==> src/rtl/uart_cs_pkg.sv <==
package uart_cs_pkg;
  localparam int unsigned ADDR_W = 3;

  localparam logic [ADDR_W-1:0] A_CMD  = 3'd0;
  localparam logic [ADDR_W-1:0] A_STAT = 3'd1;
  localparam logic [ADDR_W-1:0] A_RXD  = 3'd2;
  localparam logic [ADDR_W-1:0] A_DIVL = 3'd3;
  localparam logic [ADDR_W-1:0] A_DIVH = 3'd4;
  localparam logic [ADDR_W-1:0] A_TMO  = 3'd5;

  // field order mirrors command byte bit order 7..0
  typedef struct packed {
    logic rx_en;
    logic err_clr;
    logic tx_en;
    logic tmo_rst;
    logic tx_rst;
    logic rx_rst;
    logic brk_stop;
    logic brk_start;
  } cmd_t;

  localparam int unsigned ST_RDY = 0;
  localparam int unsigned ST_OVR = 1;
  localparam int unsigned ST_FRM = 2;
  localparam int unsigned ST_PAR = 3;
  localparam int unsigned ST_TMO = 4;
  localparam int unsigned ST_BRK = 5;
  localparam int unsigned ST_W   = 6;
  localparam int unsigned N_ERR  = 3;
endpackage

==> src/rtl/uart_cs_cmd.sv <==
module uart_cs_cmd
  import uart_cs_pkg::*;
(
  input  logic   clk_i,
  input  logic   rst_ni,
  input  logic   wr_i,
  input  cmd_t   cmd_i,
  output cmd_t   stb_o,
  output logic   rx_en_o,
  output logic   tx_en_o,
  output logic   rx_rst_o,
  output logic   tx_rst_o,
  output logic   brk_o
);
  cmd_t stb;
  assign stb   = wr_i ? cmd_i : '0;
  assign stb_o = stb;

  always_ff @(posedge clk_i or negedge rst_ni) begin
    if (!rst_ni) begin
      rx_en_o  <= 1'b0;
      tx_en_o  <= 1'b0;
      rx_rst_o <= 1'b0;
      tx_rst_o <= 1'b0;
      brk_o    <= 1'b0;
    end else begin
      rx_rst_o <= stb.rx_rst;
      tx_rst_o <= stb.tx_rst;
      if (wr_i) begin
        rx_en_o <= cmd_i.rx_en;
        tx_en_o <= cmd_i.tx_en;
      end
      // stop outranks start
      if (stb.brk_stop)       brk_o <= 1'b0;
      else if (stb.brk_start) brk_o <= 1'b1;
    end
  end
endmodule

==> src/rtl/uart_cs_baud.sv <==
module uart_cs_baud #(
  parameter int unsigned DIV_W = 16
) (
  input  logic             clk_i,
  input  logic             rst_ni,
  input  logic [DIV_W-1:0] div_i,
  input  logic             div_wr_i,
  output logic             tick_o
);
  logic [DIV_W-1:0] cnt_q;
  logic             tick_q;
  logic             run;

  assign run    = div_i > DIV_W'(1);
  assign tick_o = tick_q;

  always_ff @(posedge clk_i or negedge rst_ni) begin
    if (!rst_ni) begin
      cnt_q  <= '0;
      tick_q <= 1'b0;
    end else begin
      tick_q <= 1'b0;
      if (div_wr_i || !run) begin
        cnt_q <= '0;
      end else if (cnt_q == div_i - DIV_W'(1)) begin
        cnt_q  <= '0;
        tick_q <= 1'b1;
      end else begin
        cnt_q <= cnt_q + DIV_W'(1);
      end
    end
  end
endmodule

==> src/rtl/uart_cs_tmo.sv <==
module uart_cs_tmo #(
  parameter int unsigned OSR   = 16,
  parameter int unsigned TMO_W = 8
) (
  input  logic             clk_i,
  input  logic             rst_ni,
  input  logic             tick_i,
  input  logic             run_i,
  input  logic             restart_i,
  input  logic [TMO_W-1:0] len_i,
  output logic             expired_o
);
  localparam int unsigned SUB_W = (OSR > 1) ? $clog2(OSR) : 1;

  logic [SUB_W-1:0] sub_q;
  logic [TMO_W-1:0] bits_q;
  logic             exp_q;
  logic             hit;

  assign hit       = (len_i != '0) && (bits_q >= len_i);
  assign expired_o = exp_q;

  always_ff @(posedge clk_i or negedge rst_ni) begin
    if (!rst_ni) begin
      sub_q  <= '0;
      bits_q <= '0;
      exp_q  <= 1'b0;
    end else if (restart_i) begin
      sub_q  <= '0;
      bits_q <= '0;
      exp_q  <= 1'b0;
    end else begin
      if (run_i && tick_i && !hit) begin
        if (sub_q == SUB_W'(OSR - 1)) begin
          sub_q  <= '0;
          bits_q <= bits_q + TMO_W'(1);
        end else begin
          sub_q <= sub_q + SUB_W'(1);
        end
      end
      if (hit) exp_q <= 1'b1;
    end
  end
endmodule

==> src/rtl/uart_cs_stat.sv <==
module uart_cs_stat
  import uart_cs_pkg::*;
(
  input  logic             clk_i,
  input  logic             rst_ni,
  input  logic             loaded_i,
  input  logic             rd_hold_i,
  input  logic [N_ERR-1:0] err_i,
  input  logic             err_clr_i,
  output logic             rdy_o,
  output logic [N_ERR-1:0] err_o
);
  always_ff @(posedge clk_i or negedge rst_ni) begin
    if (!rst_ni)        rdy_o <= 1'b0;
    else if (loaded_i)  rdy_o <= 1'b1;
    else if (rd_hold_i) rdy_o <= 1'b0;
  end

  for (genvar g = 0; g < N_ERR; g++) begin : g_err
    always_ff @(posedge clk_i or negedge rst_ni) begin
      if (!rst_ni)        err_o[g] <= 1'b0;
      else if (err_i[g])  err_o[g] <= 1'b1;
      else if (err_clr_i) err_o[g] <= 1'b0;
    end
  end
endmodule

==> src/rtl/uart_ctl_stat.sv <==
module uart_ctl_stat
  import uart_cs_pkg::*;
#(
  parameter int unsigned DATA_W = 8,
  parameter int unsigned OSR    = 16,
  parameter int unsigned TMO_W  = 8
) (
  input  logic              clk_i,
  input  logic              rst_ni,
  input  logic              wr_en_i,
  input  logic              rd_en_i,
  input  logic [ADDR_W-1:0] addr_i,
  input  logic [DATA_W-1:0] wdata_i,
  output logic [DATA_W-1:0] rdata_o,
  input  logic [DATA_W-1:0] rx_byte_i,
  input  logic              rx_loaded_i,
  input  logic              ovr_err_i,
  input  logic              frm_err_i,
  input  logic              par_err_i,
  output logic              rx_en_o,
  output logic              tx_en_o,
  output logic              rx_rst_o,
  output logic              tx_rst_o,
  output logic              brk_o,
  output logic              tick16_o,
  output logic [ST_W-1:0]   stat_o
);
  localparam int unsigned DIV_W = 2 * DATA_W;

  logic              wr_cmd, wr_divl, wr_divh, wr_tmo, rd_hold;
  logic [DATA_W-1:0] divl_q, divh_q;
  logic [TMO_W-1:0]  tmo_len_q;
  logic [DIV_W-1:0]  div_q;
  cmd_t              stb;
  logic              rdy, tmo_exp;
  logic [N_ERR-1:0]  err_flags;
  logic [DATA_W-1:0] rdata_q;

  assign wr_cmd  = wr_en_i && (addr_i == A_CMD);
  assign wr_divl = wr_en_i && (addr_i == A_DIVL);
  assign wr_divh = wr_en_i && (addr_i == A_DIVH);
  assign wr_tmo  = wr_en_i && (addr_i == A_TMO);
  assign rd_hold = rd_en_i && (addr_i == A_RXD);
  assign div_q   = {divh_q, divl_q};

  always_ff @(posedge clk_i or negedge rst_ni) begin
    if (!rst_ni) begin
      divl_q    <= '0;
      divh_q    <= '0;
      tmo_len_q <= '0;
    end else begin
      if (wr_divl) divl_q    <= wdata_i;
      if (wr_divh) divh_q    <= wdata_i;
      if (wr_tmo)  tmo_len_q <= TMO_W'(wdata_i);
    end
  end

  uart_cs_cmd i_cmd (
    .clk_i   (clk_i),
    .rst_ni  (rst_ni),
    .wr_i    (wr_cmd),
    .cmd_i   (cmd_t'(wdata_i[7:0])),
    .stb_o   (stb),
    .rx_en_o (rx_en_o),
    .tx_en_o (tx_en_o),
    .rx_rst_o(rx_rst_o),
    .tx_rst_o(tx_rst_o),
    .brk_o   (brk_o)
  );

  uart_cs_baud #(.DIV_W(DIV_W)) i_baud (
    .clk_i   (clk_i),
    .rst_ni  (rst_ni),
    .div_i   (div_q),
    .div_wr_i(wr_divl || wr_divh),
    .tick_o  (tick16_o)
  );

  uart_cs_tmo #(.OSR(OSR), .TMO_W(TMO_W)) i_tmo (
    .clk_i    (clk_i),
    .rst_ni   (rst_ni),
    .tick_i   (tick16_o),
    .run_i    (rx_en_o),
    .restart_i(stb.tmo_rst),
    .len_i    (tmo_len_q),
    .expired_o(tmo_exp)
  );

  uart_cs_stat i_stat (
    .clk_i    (clk_i),
    .rst_ni   (rst_ni),
    .loaded_i (rx_loaded_i),
    .rd_hold_i(rd_hold),
    .err_i    ({par_err_i, frm_err_i, ovr_err_i}),
    .err_clr_i(stb.err_clr),
    .rdy_o    (rdy),
    .err_o    (err_flags)
  );

  always_comb begin
    stat_o         = '0;
    stat_o[ST_RDY] = rdy;
    stat_o[ST_OVR] = err_flags[0];
    stat_o[ST_FRM] = err_flags[1];
    stat_o[ST_PAR] = err_flags[2];
    stat_o[ST_TMO] = tmo_exp;
    stat_o[ST_BRK] = brk_o;
  end

  always_ff @(posedge clk_i or negedge rst_ni) begin
    if (!rst_ni) begin
      rdata_q <= '0;
    end else if (rd_en_i) begin
      case (addr_i)
        A_STAT:  rdata_q <= DATA_W'(stat_o);
        A_RXD:   rdata_q <= rx_byte_i;
        A_DIVL:  rdata_q <= divl_q;
        A_DIVH:  rdata_q <= divh_q;
        A_TMO:   rdata_q <= DATA_W'(tmo_len_q);
        default: rdata_q <= '0;
      endcase
    end
  end
  assign rdata_o = rdata_q;
endmodule

==> config.mk <==
export PLATFORM = sky130hd
export DESIGN_NAME = uart_ctl_stat
export DESIGN_NICKNAME = d
export VERILOG_FILES = /design/src/rtl/uart_cs_pkg.sv /design/src/rtl/uart_cs_cmd.sv /design/src/rtl/uart_cs_baud.sv /design/src/rtl/uart_cs_tmo.sv /design/src/rtl/uart_cs_stat.sv /design/src/rtl/uart_ctl_stat.sv
export SDC_FILE = /design/constraint.sdc
export NUM_CORES = 1
export LEC_CHECK = 0
export BUFFER_PORTS_ARGS = -buffer_cell sky130_fd_sc_hd__clkbuf_2
export CORE_MARGIN = 1
export CORE_UTILIZATION = 59
export DETAILED_ROUTE_END_ITERATION = 7
export PLACE_DENSITY = 0.8
export SKIP_CTS_REPAIR_TIMING = 1
export SLEW_MARGIN = 40
export SYNTH_ARGS = -nofsm -noshare
export SYNTH_HDL_FRONTEND = slang
export SYNTH_SLANG_ARGS = --single-unit
==> constraint.sdc <==
create_clock -name clk_i -period 3 [get_ports clk_i]
set_input_delay 0.3 -clock clk_i [delete_from_list [all_inputs] [get_ports clk_i]]
set_output_delay 0.3 -clock clk_i [all_outputs]
set_load 0.005 [all_outputs]
==> insert_results.sql, run 1 <==
INSERT INTO impl_metrics (metric_group, metric, value, unit) VALUES
('timing', 'max_clock_freq', '0.382', 'GHz'),
('cells_and_area', 'fraction_of_final_layout_cells_with_drive_strength_greater_than_1', '24.4', '%'),
('floorplanning', 'floorplan.die_area', '7600', 'sq um'),
('pwr', 'clock_power_share', '24.2', '%'),
('critical_path', 'timing_worst_setup_path_type', 'register to register', ''),
('logic_synthesis', 'ys_seq_area_share', '41.5', '%'),
('detailed_routing', 'final_antenna_net_count', '0', ''),
('logic_synthesis', 'synth_cell_type_count', '58', ''),
('pwr', 'p_int', '1.85', 'mW'),
('logic_synthesis', 'synth_most_common_cell', 'sky130_fd_sc_hd__dfrtp_1', ''),
('logic_synthesis', 'net_count_after_synthesis', '475', ''),
('placed_design', 'io_buffers', '46', ''),
('grt', 'grt_pass1_wl', '16.6', 'mm'),
('logic_synthesis', 'async_flop_share', '100', '%'),
('pwr', 'total_leakage_power', '2.08', 'nW'),
('grt', 'grt_antenna_before_repair', '0', ''),
('placed_design', 'gp_routability_congestion', '0.968', ''),
('pwr', 'total_switching_power', '1.08', 'mW'),
('clocking', 'worst_skew_pair.late_latency', '0.35', 'ns'),
('pwr', 'power.combinational.fraction', '28.6', '%'),
('critical_path', 'timing.critical_path.arrival', '2.83', 'ns'),
('timing', 'timing.final.max_slew_violations', '0', ''),
('logic_synthesis', 'post_synth_inst_count', '435', ''),
('floorplanning', 'start_util', '62.0', '%'),
('clocking', 'cts_tree', 'done', ''),
('clocking', 'cts_num_sinks', '71', ''),
('floorplanning', 'placementRows', '30', ''),
('grt', 'global_route.overflow_total', '0', ''),
('detailed_routing', 'first_pass_iters', '5', ''),
('timing', 'min_period', '2.62', 'ns'),
('critical_path', 'setup.worst_path.start_class', 'register', ''),
('placed_design', 'dpl.cell_count', '563', ''),
('timing', 'final_hold_viol_count', '0', ''),
('clocking', 'clock_transition_at_the_register_clock_pins_on_the_worst_setup_and_hold_paths_after_cts', '0.08', 'ns'),
('pwr', 'power_frac_seq', '47.2', '%'),
('cells_and_area', 'insertedDiodeCount', '0', ''),
('grt', 'grt_util_all_layers', '29.5', '%'),
('critical_path', 'timing.critical_path.to_type', 'register', ''),
('floorplanning', 'die_h', '87.2', 'um'),
('timing', 'worst_slew_margin_rel', '58.3', '%'),
('logic_synthesis', 'synthesis.area', '4280', 'sq um'),
('pwr', 'irDropWorstVdd', '0.352', 'mV'),
('grt', 'grt_pass1_vias', '3349', ''),
('timing', 'finClkSkew', '0.00639', 'ns'),
('cells_and_area', 'finalNetCount', '519', ''),
('floorplanning', 'floorplan.die.width', '87.2', 'um'),
('clocking', 'cts_inserted_buffers', '9', ''),
('timing', 'fin_setup_tns', '0', 'ns'),
('logic_synthesis', 'top_cells_by_count_synth', 'sky130_fd_sc_hd__dfrtp_1, sky130_fd_sc_hd__mux2_2, sky130_fd_sc_hd__a21oi_1', ''),
('outcome', 'outcome', 'completed', ''),
('logic_synthesis', 'syn_area_per_cell', '9.84', 'sq um'),
('timing', 'grt_setup_unrepaired', 'no', ''),
('logic_synthesis', 'synth-edff-count', '0', ''),
('clocking', 'cts-root-to-sink-buffers', '2', ''),
('detailed_routing', 'routedWlPerCell', '17.4', 'um'),
('floorplanning', 'ios', '47', ''),
('pwr', 'power_density_over_the_cells', '613', 'nW/um^2'),
('detailed_routing', 'detail_route.iter0.violations', '325', ''),
('clocking', 'cts.root.buffer_cell', 'sky130_fd_sc_hd__clkbuf_8', ''),
('flow_run', 'max_cap_viol_count', '0', ''),
('detailed_routing', 'route.vias.total', '3506', ''),
('clocking', 'htree_levels', '3', ''),
('cells_and_area', 'final-instance-count-excl-fill', '580', ''),
('logic_synthesis', 'dominantRegCellSynth', 'sky130_fd_sc_hd__dfrtp_1', ''),
('logic_synthesis', 'yosysTopAreaCell', 'sky130_fd_sc_hd__dfrtp_1', ''),
('placed_design', 'post-dp-hpwl', '7.55', 'mm'),
('critical_path', 'cp.required', '3.21', 'ns'),
('logic_synthesis', 'synth_largest_type_area_fraction', '41.5', '%'),
('grt', 'maximum_number_of_pins_on_one_net_before_global_route_repair', '51', ''),
('logic_synthesis', 'synthesis.yosys.warnings', '0', ''),
('pwr', 'sw_frac_of_total', '36.9', '%');
## power by group through the flow
stage / combinational [mW] / clock (mW) / sequential [mW]
after floorplan: 0.675 / 0 / 1.29
after global placement: 0.802 / 0 / 1.39
after detailed placement: 0.829 / 0 / 1.40
after CTS: 0.837 / 0.721 / 1.38
after global routing: 0.947 / 0.769 / 1.41
final: 0.839 / 0.708 / 1.38
## final timing paths
check / from / slack [ns] / end / cells after the start
max reg2reg: divl_q[0] / 0.38 / i_baud.cnt_q[4] / 9
min: par_err_i / 0.13 / i_stat.err_o[2] / 2
max in group asynchronous: rst_ni / 1.90 / i_baud.cnt_q[9] / 3
min in group asynchronous: rst_ni / 0.45 / i_tmo.sub_q[3] / 2
min reg2reg: i_cmd.tx_en_o / 0.52 / i_cmd.tx_en_o / 1
max: divl_q[0] / 0.38 / i_baud.cnt_q[4] / 9
## logic make-up (layout without fill, tap and decap cells)
family	Yosys count	count (layout)	share of synthesized area (%)
flip-flops	71	71	41.5
AO/OA/AOI/OAI	88	88	13.2
multiplexers	40	40	10.3
buffers and inverters	47	96	5.00
adder cells (fa/ha/maj)	14	14	4.03
AND/OR/NAND/NOR	139	139	18.5
XOR/XNOR	36	36	7.37
## metrics by stage
step	total power [mW]	util, %	hold WS [ns]	worst slack, ns	cell area (sq um)
2_1_floorplan	1.96	-	0.00441	0.507	4280
5_1_grt	3.13	69.2	0.120	0.202	4780
4_1_cts	2.94	69.1	-0.0853	0.406	4770
6_report	2.93	69.2	0.126	0.385	4780
3_5_place_dp	2.23	66.4	0.295	0.434	4590
3_3_place_gp	2.19	66.4	0.289	0.563	4590
## worst max-delay path, cell delays in order, from the launching register on
cell	delay, ns
sky130_fd_sc_hd__dfrtp_1	0.50
sky130_fd_sc_hd__inv_1	0.09
sky130_fd_sc_hd__ha_1	0.34
sky130_fd_sc_hd__and2b_2	0.28
sky130_fd_sc_hd__xnor2_1	0.12
sky130_fd_sc_hd__o32ai_1	0.38
sky130_fd_sc_hd__o22ai_1	0.19
sky130_fd_sc_hd__nor4_4	0.23
sky130_fd_sc_hd__buf_4	0.26
sky130_fd_sc_hd__nor3_1	0.08
## area by class of cell
cell class | instances | area (sq um)
multi-input cells | 317 | 2290
well taps | 96 | 120
clock buffers | 10 | 138
inverters | 24 | 90.1
clock inverters | 6 | 45.0
flip-flops and latches | 71 | 1780
fillers | 556 | 2130
repair buffers | 56 | 320
## sequential cells by signal, summed over array words and instances (netlist names), 3 cells and up
| register | cells |
|---|---|
| divh_q | 8 |
| divl_q | 8 |
| i_baud.cnt_q | 16 |
| i_stat.err_o | 3 |
| i_tmo.bits_q | 8 |
| i_tmo.sub_q | 4 |
| rdata_o | 8 |
| tmo_len_q | 8 |
## layout by cell type, fill, tap and decap left out, drive strengths merged, types with 6 or more instances in the layout
| cell | n |
|---|---|
| xnor2 | 23 |
| nand2 | 26 |
| mux2 | 34 |
| o22ai | 8 |
| ha | 13 |
| buf | 10 |
| o211ai | 6 |
| nor4 | 6 |
| and3 | 7 |
| nand3 | 16 |
| xor2 | 13 |
| nor3 | 22 |
| a21oi | 31 |
| o21ai | 11 |
| mux2i | 6 |
| inv | 25 |
| nor2 | 24 |
| nor2b | 6 |
| dfrtp | 71 |
| or3 | 7 |
| clkbuf | 55 |
| a211oi | 8 |
## metal layers
metal / vias up / share of wire [%] / GRT usage [%]
met5: - / 0 / 0
met4: 0 / 2.3 / 12.7
met3: 17 / 7.3 / 5.02
met2: 157 / 45 / 45.6
met1: 1683 / 45 / 41.1
li1: 1649 / - / -
Power figures use the tool's default switching activity.
==> run 2: changes to the inputs <==
- MAX_ROUTING_LAYER: default -> met4
==> run 2 against run 1 <==
Count of clock-buffer cells in the layout unchanged; register-to-register slack better by 0.07 ns; sequential power about the same; utilization up 0.11 points; first-iteration DRC count down 19%; critical path type unchanged; clock skew up 0.0032 ns; highest routed layer unchanged; worst hold slack better by 0.0011 ns.
==> insert_results.sql, run 2 (synthesis results as in run 1) <==
INSERT INTO impl_metrics (metric_group, metric, value, unit) VALUES
('outcome', 'outcome', 'completed', ''),
('cells_and_area', 'layout.cells.most_common_list', 'sky130_fd_sc_hd__dfrtp_1, sky130_fd_sc_hd__clkbuf_2, sky130_fd_sc_hd__mux2_2', ''),
('pwr', 'sw_frac_of_total', '35.5', '%'),
('timing', 'timing_worst_slew_pin_value', '0.548', 'ns'),
('critical_path', 'setup.worst_path.start_class', 'register', ''),
('pwr', 'power.combinational.fraction', '29.0', '%'),
('clocking', 'cts_tree', 'done', ''),
('placed_design', 'io_buffers', '46', ''),
('cells_and_area', 'multi_input_comb_area', '2290', 'sq um'),
('timing', 'grt_setup_unrepaired', 'no', ''),
('detailed_routing', 'final_antenna_net_count', '0', ''),
('detailed_routing', 'route.detailed.drc', '0', ''),
('floorplanning', 'placementRows', '30', ''),
('floorplanning', 'core_area', '6910', 'sq um'),
('detailed_routing', 'route.vias.total', '3495', ''),
('floorplanning', 'ios', '47', ''),
('clocking', 'cts_num_sinks', '71', ''),
('grt', 'grt_util_all_layers', '30.7', '%'),
('placed_design', 'post-dp-hpwl', '7.67', 'mm'),
('clocking', 'cts-root-to-sink-buffers', '2', ''),
('critical_path', 'timing.critical_path.to_type', 'register', ''),
('clocking', 'worst_skew_pair.late_latency', '0.35', 'ns'),
('cells_and_area', 'sequential_cell_area_in_the_final_layout', '1780', 'sq um'),
('timing', 'final_hold_viol_count', '0', ''),
('critical_path', 'timing.critical_path.slowest_stage_cell', 'sky130_fd_sc_hd__dfrtp_1', ''),
('cells_and_area', 'finalNetCount', '522', ''),
('timing', 'fin_setup_tns', '0', 'ns'),
('clocking', 'htree_levels', '3', ''),
('critical_path', 'crit_path_cell_trace', 'inv_1, ha_1, and2b_2, xnor2_1, o32ai_1, o22ai_1, nor4_4, buf_4, nor3_1', ''),
('timing', 'min_period', '2.54', 'ns'),
('cells_and_area', 'fill_cells', '557', ''),
('detailed_routing', 'routedWlPerCell', '17.6', 'um'),
('detailed_routing', 'detail_route.iter0.violations', '264', ''),
('pwr', 'total_switching_power', '1.05', 'mW'),
('timing', 'worst_slew_margin_rel', '63.2', '%'),
('pwr', 'clock_power_share', '24.4', '%'),
('pwr', 'total_leakage_power', '2.10', 'nW'),
('critical_path', 'path_buf_inv', '2', ''),
('flow_run', 'max_cap_viol_count', '0', ''),
('clocking', 'cts_inserted_buffers', '9', ''),
('pwr', 'p_int', '1.91', 'mW'),
('placed_design', 'gp_routability_congestion', '0.981', ''),
('floorplanning', 'start_util', '62.0', '%'),
('cells_and_area', 'insertedDiodeCount', '0', ''),
('grt', 'grt_pass1_vias', '3357', ''),
('critical_path', 'cpPeakStageDelay', '0.49', 'ns'),
('detailed_routing', 'vias_per_cell', '6.01', ''),
('cells_and_area', 'layout.cells.most_common', 'sky130_fd_sc_hd__dfrtp_1', ''),
('timing', 'number_of_failing_setup_endpoints_in_the_final_timing_report', '0', ''),
('pwr', 'power_density_over_the_cells', '618', 'nW/um^2'),
('pwr', 'irDropWorstVdd', '0.461', 'mV'),
('timing', 'fin_crit_sh', '84.7', '%'),
('detailed_routing', 'routed_wirelength', '10.3', 'mm'),
('cells_and_area', 'largest_register_ffs', '16', ''),
('cells_and_area', 'layout-area-overhead-vs-synth', '11.8', '%'),
('detailed_routing', 'first_pass_iters', '5', ''),
('critical_path', 'timing_worst_setup_path_type', 'register to register', ''),
('clocking', 'cts.root.buffer_cell', 'sky130_fd_sc_hd__clkbuf_8', ''),
('grt', 'grt_pass1_wl', '16.8', 'mm'),
('grt', 'global_route.overflow_total', '0', ''),
('timing', 'timing.final.max_slew_violations', '0', ''),
('floorplanning', 'floorplan.die.width', '87.2', 'um'),
('clocking', 'clock_transition_at_the_register_clock_pins_on_the_worst_setup_and_hold_paths_after_cts', '0.07', 'ns'),
('critical_path', 'path_delay_family', 'simple AND/OR/NAND/NOR gates', ''),
('cells_and_area', 'fraction_of_final_layout_cells_with_drive_strength_greater_than_1', '24.5', '%'),
('worst_hold_path', 'worst_hold_path_type', 'primary input to register', ''),
('grt', 'maximum_number_of_pins_on_one_net_before_global_route_repair', '37', ''),
('timing', 'max_clock_freq', '0.393', 'GHz'),
('critical_path', 'timing.critical_path.arrival', '2.75', 'ns'),
('grt', 'grt_antenna_before_repair', '0', ''),
('critical_path', 'cp.required', '3.21', 'ns'),
('floorplanning', 'floorplan.die_area', '7600', 'sq um'),
('critical_path', 'worst-path-max-fanout', '16', ''),
('cells_and_area', 'registers.top_by_ff_count', 'i_baud.cnt_q', ''),
('pwr', 'power_frac_seq', '46.6', '%'),
('floorplanning', 'die_h', '87.2', 'um'),
('cells_and_area', 'finish.utilization', '69.3', '%'),
('timing', 'finClkSkew', '0.00957', 'ns');
==> run 2: final timing paths <==
path	from	endpoint	slack, ns	depth (start not counted)
worst max-delay path	divl_q[0]	i_baud.cnt_q[15]	0.46	9
worst max register to register	divl_q[0]	i_baud.cnt_q[15]	0.46	9
worst min-delay path	rx_loaded_i	i_stat.rdy_o	0.13	2
worst min register to register	i_cmd.tx_en_o	i_cmd.tx_en_o	0.51	1
min in group asynchronous	rst_ni	i_cmd.rx_en_o	0.45	2
max in group asynchronous	rst_ni	i_baud.cnt_q[0]	1.87	3
==> run 2: through the flow <==
step | instances | setup WS, ns | instance area, sq um | hold WS, ns | power [mW]
floorplan | 435 | 0.507 | 4280 | 0.00441 | 1.96
CTS | 581 | 0.489 | 4770 | 0.0553 | 2.97
detailed placement | 566 | 0.509 | 4600 | 0.438 | 2.24
finish | 582 | 0.458 | 4790 | 0.128 | 2.96
global placement | 566 | 0.558 | 4600 | 0.439 | 2.20
global route | 582 | 0.260 | 4790 | 0.119 | 3.14
==> run 2: layer usage <==
metal  part of all wire (%)  vias to the layer above  GRT usage [%]
li1                       -                     1655              -
met3                    5.1                       23           6.07
met4                    2.5                        0           11.2
met5                      0                        -              -
met1                     47                     1691           39.8
met2                     45                      126           48.2
==> run 2: final cells by class <==
cell class	instances	share of cell area, %
Sequential cell	71	37.1
Tap cell	96	2.51
Multi-Input combinational cell	317	47.8
Clock buffer	10	2.67
Inverter	24	1.88
Clock inverter	5	1.05
Timing Repair Buffer	59	6.95
==> run 2: worst reg2reg max path: stages, from the launching register on <==
cell and delay [ns]:
sky130_fd_sc_hd__dfrtp_1 0.49, sky130_fd_sc_hd__inv_1 0.08, sky130_fd_sc_hd__ha_1 0.33, sky130_fd_sc_hd__and2b_2 0.28, sky130_fd_sc_hd__xnor2_1 0.12, sky130_fd_sc_hd__o32ai_1 0.37
sky130_fd_sc_hd__o22ai_1 0.19, sky130_fd_sc_hd__nor4_4 0.22, sky130_fd_sc_hd__buf_4 0.25, sky130_fd_sc_hd__nor3_1 0.07
==> run 2: power groups by stage <==
| stage | Clock (mW) | Combinational, mW | Sequential (mW) |
|---|---|---|---|
| floorplan | 0 | 0.675 | 1.29 |
| global placement | 0 | 0.824 | 1.38 |
| detailed placement | 0 | 0.851 | 1.39 |
| CTS | 0.740 | 0.859 | 1.37 |
| global route | 0.765 | 0.969 | 1.40 |
| finish | 0.721 | 0.858 | 1.38 |
==> run 3: changes to the inputs <==
- clock period: 3 -> 2.4 ns (I/O delays scaled with it)
==> run 3 against run 2 <==
The run now ends with hold timing left; clock power grew 60%; first-iteration DRC count shrank 2.3%; cell count grew 2.6%; largest cell class unchanged; critical path depth is 2 lower; total power is 36% higher; non-clock buffer count is 14 higher; maximum frequency is 11% higher; worst hold slack got worse by 0.16 ns; sequential share of layout area decreased by 1.5 points; wire length rose by 3.6%; clock skew rose by 0.0048 ns.
==> insert_results.sql, run 3 (synthesis results as in run 1) <==
INSERT INTO impl_metrics (metric_group, metric, value, unit) VALUES
('outcome', 'failed_checks', 'hold timing', ''),
('timing', 'min_period', '2.29', 'ns'),
('critical_path', 'setup.worst_path.start_class', 'register', ''),
('clocking', 'cts-root-to-sink-buffers', '2', ''),
('timing', 'final.setup.worst_slack', '0.114', 'ns'),
('detailed_routing', 'detail_route.iter0.violations', '258', ''),
('cells_and_area', 'fill_cells', '532', ''),
('clocking', 'cts_num_sinks', '71', ''),
('cells_and_area', 'multi_input_comb_area', '2310', 'sq um'),
('clocking', 'clock_transition_at_the_register_clock_pins_on_the_worst_setup_and_hold_paths_after_cts', '0.09', 'ns'),
('detailed_routing', 'final_antenna_net_count', '0', ''),
('cells_and_area', 'finalNetCount', '536', ''),
('detailed_routing', 'route.detailed.drc', '0', ''),
('flow_run', 'max_cap_viol_count', '0', ''),
('detailed_routing', 'met3_wl', '642', 'um'),
('cells_and_area', 'layout.cells.most_common', 'sky130_fd_sc_hd__dfrtp_1', ''),
('clocking', 'cts.root.buffer_cell', 'sky130_fd_sc_hd__clkbuf_8', ''),
('critical_path', 'cp.required', '2.66', 'ns'),
('detailed_routing', 'routed_wirelength', '10.6', 'mm'),
('floorplanning', 'core_area', '6910', 'sq um'),
('cells_and_area', 'fraction_of_final_layout_cells_with_drive_strength_greater_than_1', '27.9', '%'),
('pwr', 'p_int', '2.65', 'mW'),
('floorplanning', 'floorplan.die.width', '87.2', 'um'),
('worst_hold_path', 'worst_hold_path_type', 'primary input to asynchronous set/reset pin', ''),
('pwr', 'total_power_of_the_final_layout', '4.03', 'mW'),
('timing', 'worst_hold_slack', '-0.0308', 'ns'),
('placed_design', 'io_buffers', '46', ''),
('critical_path', 'worst-path-max-fanout', '16', ''),
('floorplanning', 'floorplan.die_area', '7600', 'sq um'),
('clocking', 'cts_tree', 'done', ''),
('timing', 'timing_worst_slew_pin_value', '0.646', 'ns'),
('pwr', 'power_density_over_the_cells', '808', 'nW/um^2'),
('detailed_routing', 'routedWlPerCell', '17.8', 'um'),
('grt', 'grt_util_all_layers', '31.6', '%'),
('floorplanning', 'ios', '47', ''),
('timing', 'fin_setup_tns', '0', 'ns'),
('detailed_routing', 'top_layer_used', 'met4', ''),
('cells_and_area', 'layout.cells.most_common_list', 'sky130_fd_sc_hd__dfrtp_1, sky130_fd_sc_hd__clkbuf_2, sky130_fd_sc_hd__mux2_2', ''),
('cells_and_area', 'layout-area-overhead-vs-synth', '16.5', '%'),
('floorplanning', 'die_h', '87.2', 'um'),
('timing', 'grt_setup_unrepaired', 'yes', ''),
('timing', 'fin_crit_sh', '95.2', '%'),
('clocking', 'cts_inserted_buffers', '9', ''),
('placed_design', 'post_place_setup_slack', '0.0967', 'ns'),
('critical_path', 'slack_of_the_worst_reg_to_reg_path', '0.11', 'ns'),
('timing', 'number_of_failing_setup_endpoints_in_the_final_timing_report', '0', ''),
('floorplanning', 'placementRows', '30', ''),
('cells_and_area', 'largest_register_ffs', '16', ''),
('critical_path', 'timing_worst_setup_path_type', 'register to register', ''),
('placed_design', 'post-dp-hpwl', '7.80', 'mm'),
('grt', 'grt_antenna_before_repair', '0', ''),
('outcome', 'outcome', 'complete, but fails checks', ''),
('pwr', 'total_switching_power', '1.38', 'mW'),
('timing', 'timing.final.max_slew_violations', '0', ''),
('detailed_routing', 'route.vias.total', '3584', ''),
('detailed_routing', 'first_pass_iters', '4', ''),
('pwr', 'sw_frac_of_total', '34.2', '%'),
('pwr', 'power.combinational.fraction', '30.3', '%'),
('floorplanning', 'start_util', '62.0', '%'),
('cells_and_area', 'sequential_cell_area_in_the_final_layout', '1780', 'sq um'),
('pwr', 'power_frac_seq', '41.2', '%'),
('timing', 'final_hold_viol_count', '24', ''),
('cells_and_area', 'registers.top_by_ff_count', 'i_baud.cnt_q', ''),
('critical_path', 'timing.critical_path.arrival', '2.55', 'ns'),
('grt', 'maximum_number_of_pins_on_one_net_before_global_route_repair', '72', ''),
('critical_path', 'timing.critical_path.to_type', 'register', ''),
('timing', 'max_clock_freq', '0.437', 'GHz'),
('detailed_routing', 'wl_met2', '4.95', 'mm'),
('grt', 'grt_pass1_wl', '17.5', 'mm'),
('grt', 'grt_pass1_vias', '3586', ''),
('pwr', 'clock_power_share', '28.5', '%'),
('pwr', 'total_leakage_power', '2.20', 'nW'),
('detailed_routing', 'vias_per_cell', '6.00', ''),
('detailed_routing', 'routed_length_on_met1', '4.71', 'mm'),
('clocking', 'worst_skew_pair.late_latency', '0.36', 'ns'),
('clocking', 'htree_levels', '3', ''),
('grt', 'global_route.overflow_total', '0', ''),
('pwr', 'irDropWorstVdd', '0.495', 'mV'),
('cells_and_area', 'insertedDiodeCount', '0', ''),
('placed_design', 'gp_routability_congestion', '0.982', ''),
('timing', 'worst_slew_margin_rel', '56.9', '%'),
('timing', 'finClkSkew', '0.0143', 'ns');
run 3: stage by stage:
step	utilization [%]	area, sq um	hold WS [ns]	std cells
6_report	72.2	4990	-0.0308	597
5_1_grt	72.2	4990	0.0349	597
4_1_cts	71.9	4970	0.00485	597
3_5_place_dp	68.4	4730	0.390	581
3_3_place_gp	68.4	4720	0.423	581
2_1_floorplan	-	4280	-0.0556	435
run 3: path summary, 6_finish.rpt:
| check | startpoint | endpoint | cells past startpoint |
|---|---|---|---|
| min reg2reg | i_stat.rdy_o | i_stat.rdy_o | 1 |
| min | rst_ni | i_tmo.sub_q[2] | 2 |
| max | divh_q[1] | i_baud.cnt_q[4] | 7 |
| max in group asynchronous | rst_ni | divh_q[0] | 2 |
| max reg2reg | divh_q[1] | i_baud.cnt_q[4] | 7 |
| min in group clk_i | frm_err_i | i_stat.err_o[1] | 2 |
run 3: power by group through the flow:
stage          combinational, mW  clock [mW]  sequential (mW)
2_1_floorplan              0.844           0             1.61
3_3_place_gp                1.14           0             1.66
3_5_place_dp                1.19           0             1.68
4_1_cts                     1.20        1.16             1.65
5_1_grt                     1.36        1.21             1.69
6_report                    1.22        1.15             1.66
run 3: layout make-up:
cell class | count | area share, %
clock buffers | 12 | 3.31
clock inverters | 4 | 1.53
inverters | 24 | 1.81
multi-input cells | 317 | 46.3
flip-flops and latches | 71 | 35.6
well taps | 96 | 2.41
repair buffers | 73 | 9.01
run 3: critical path: stages (launching register included):
cell and delay, ns:
sky130_fd_sc_hd__dfrtp_1 0.38, sky130_fd_sc_hd__or3_1 0.40, sky130_fd_sc_hd__or4_4 0.46, sky130_fd_sc_hd__o31a_1 0.32
sky130_fd_sc_hd__o211ai_2 0.22, sky130_fd_sc_hd__nor4_4 0.07, sky130_fd_sc_hd__buf_12 0.17, sky130_fd_sc_hd__nor3_1 0.18
run 3: routing by layer:
metal  GRT usage [%]  vias up
met3            4.55       26
li1                -     1688
met1            41.0     1728
met2            48.2      142
met4            17.1        0
met5               -        -
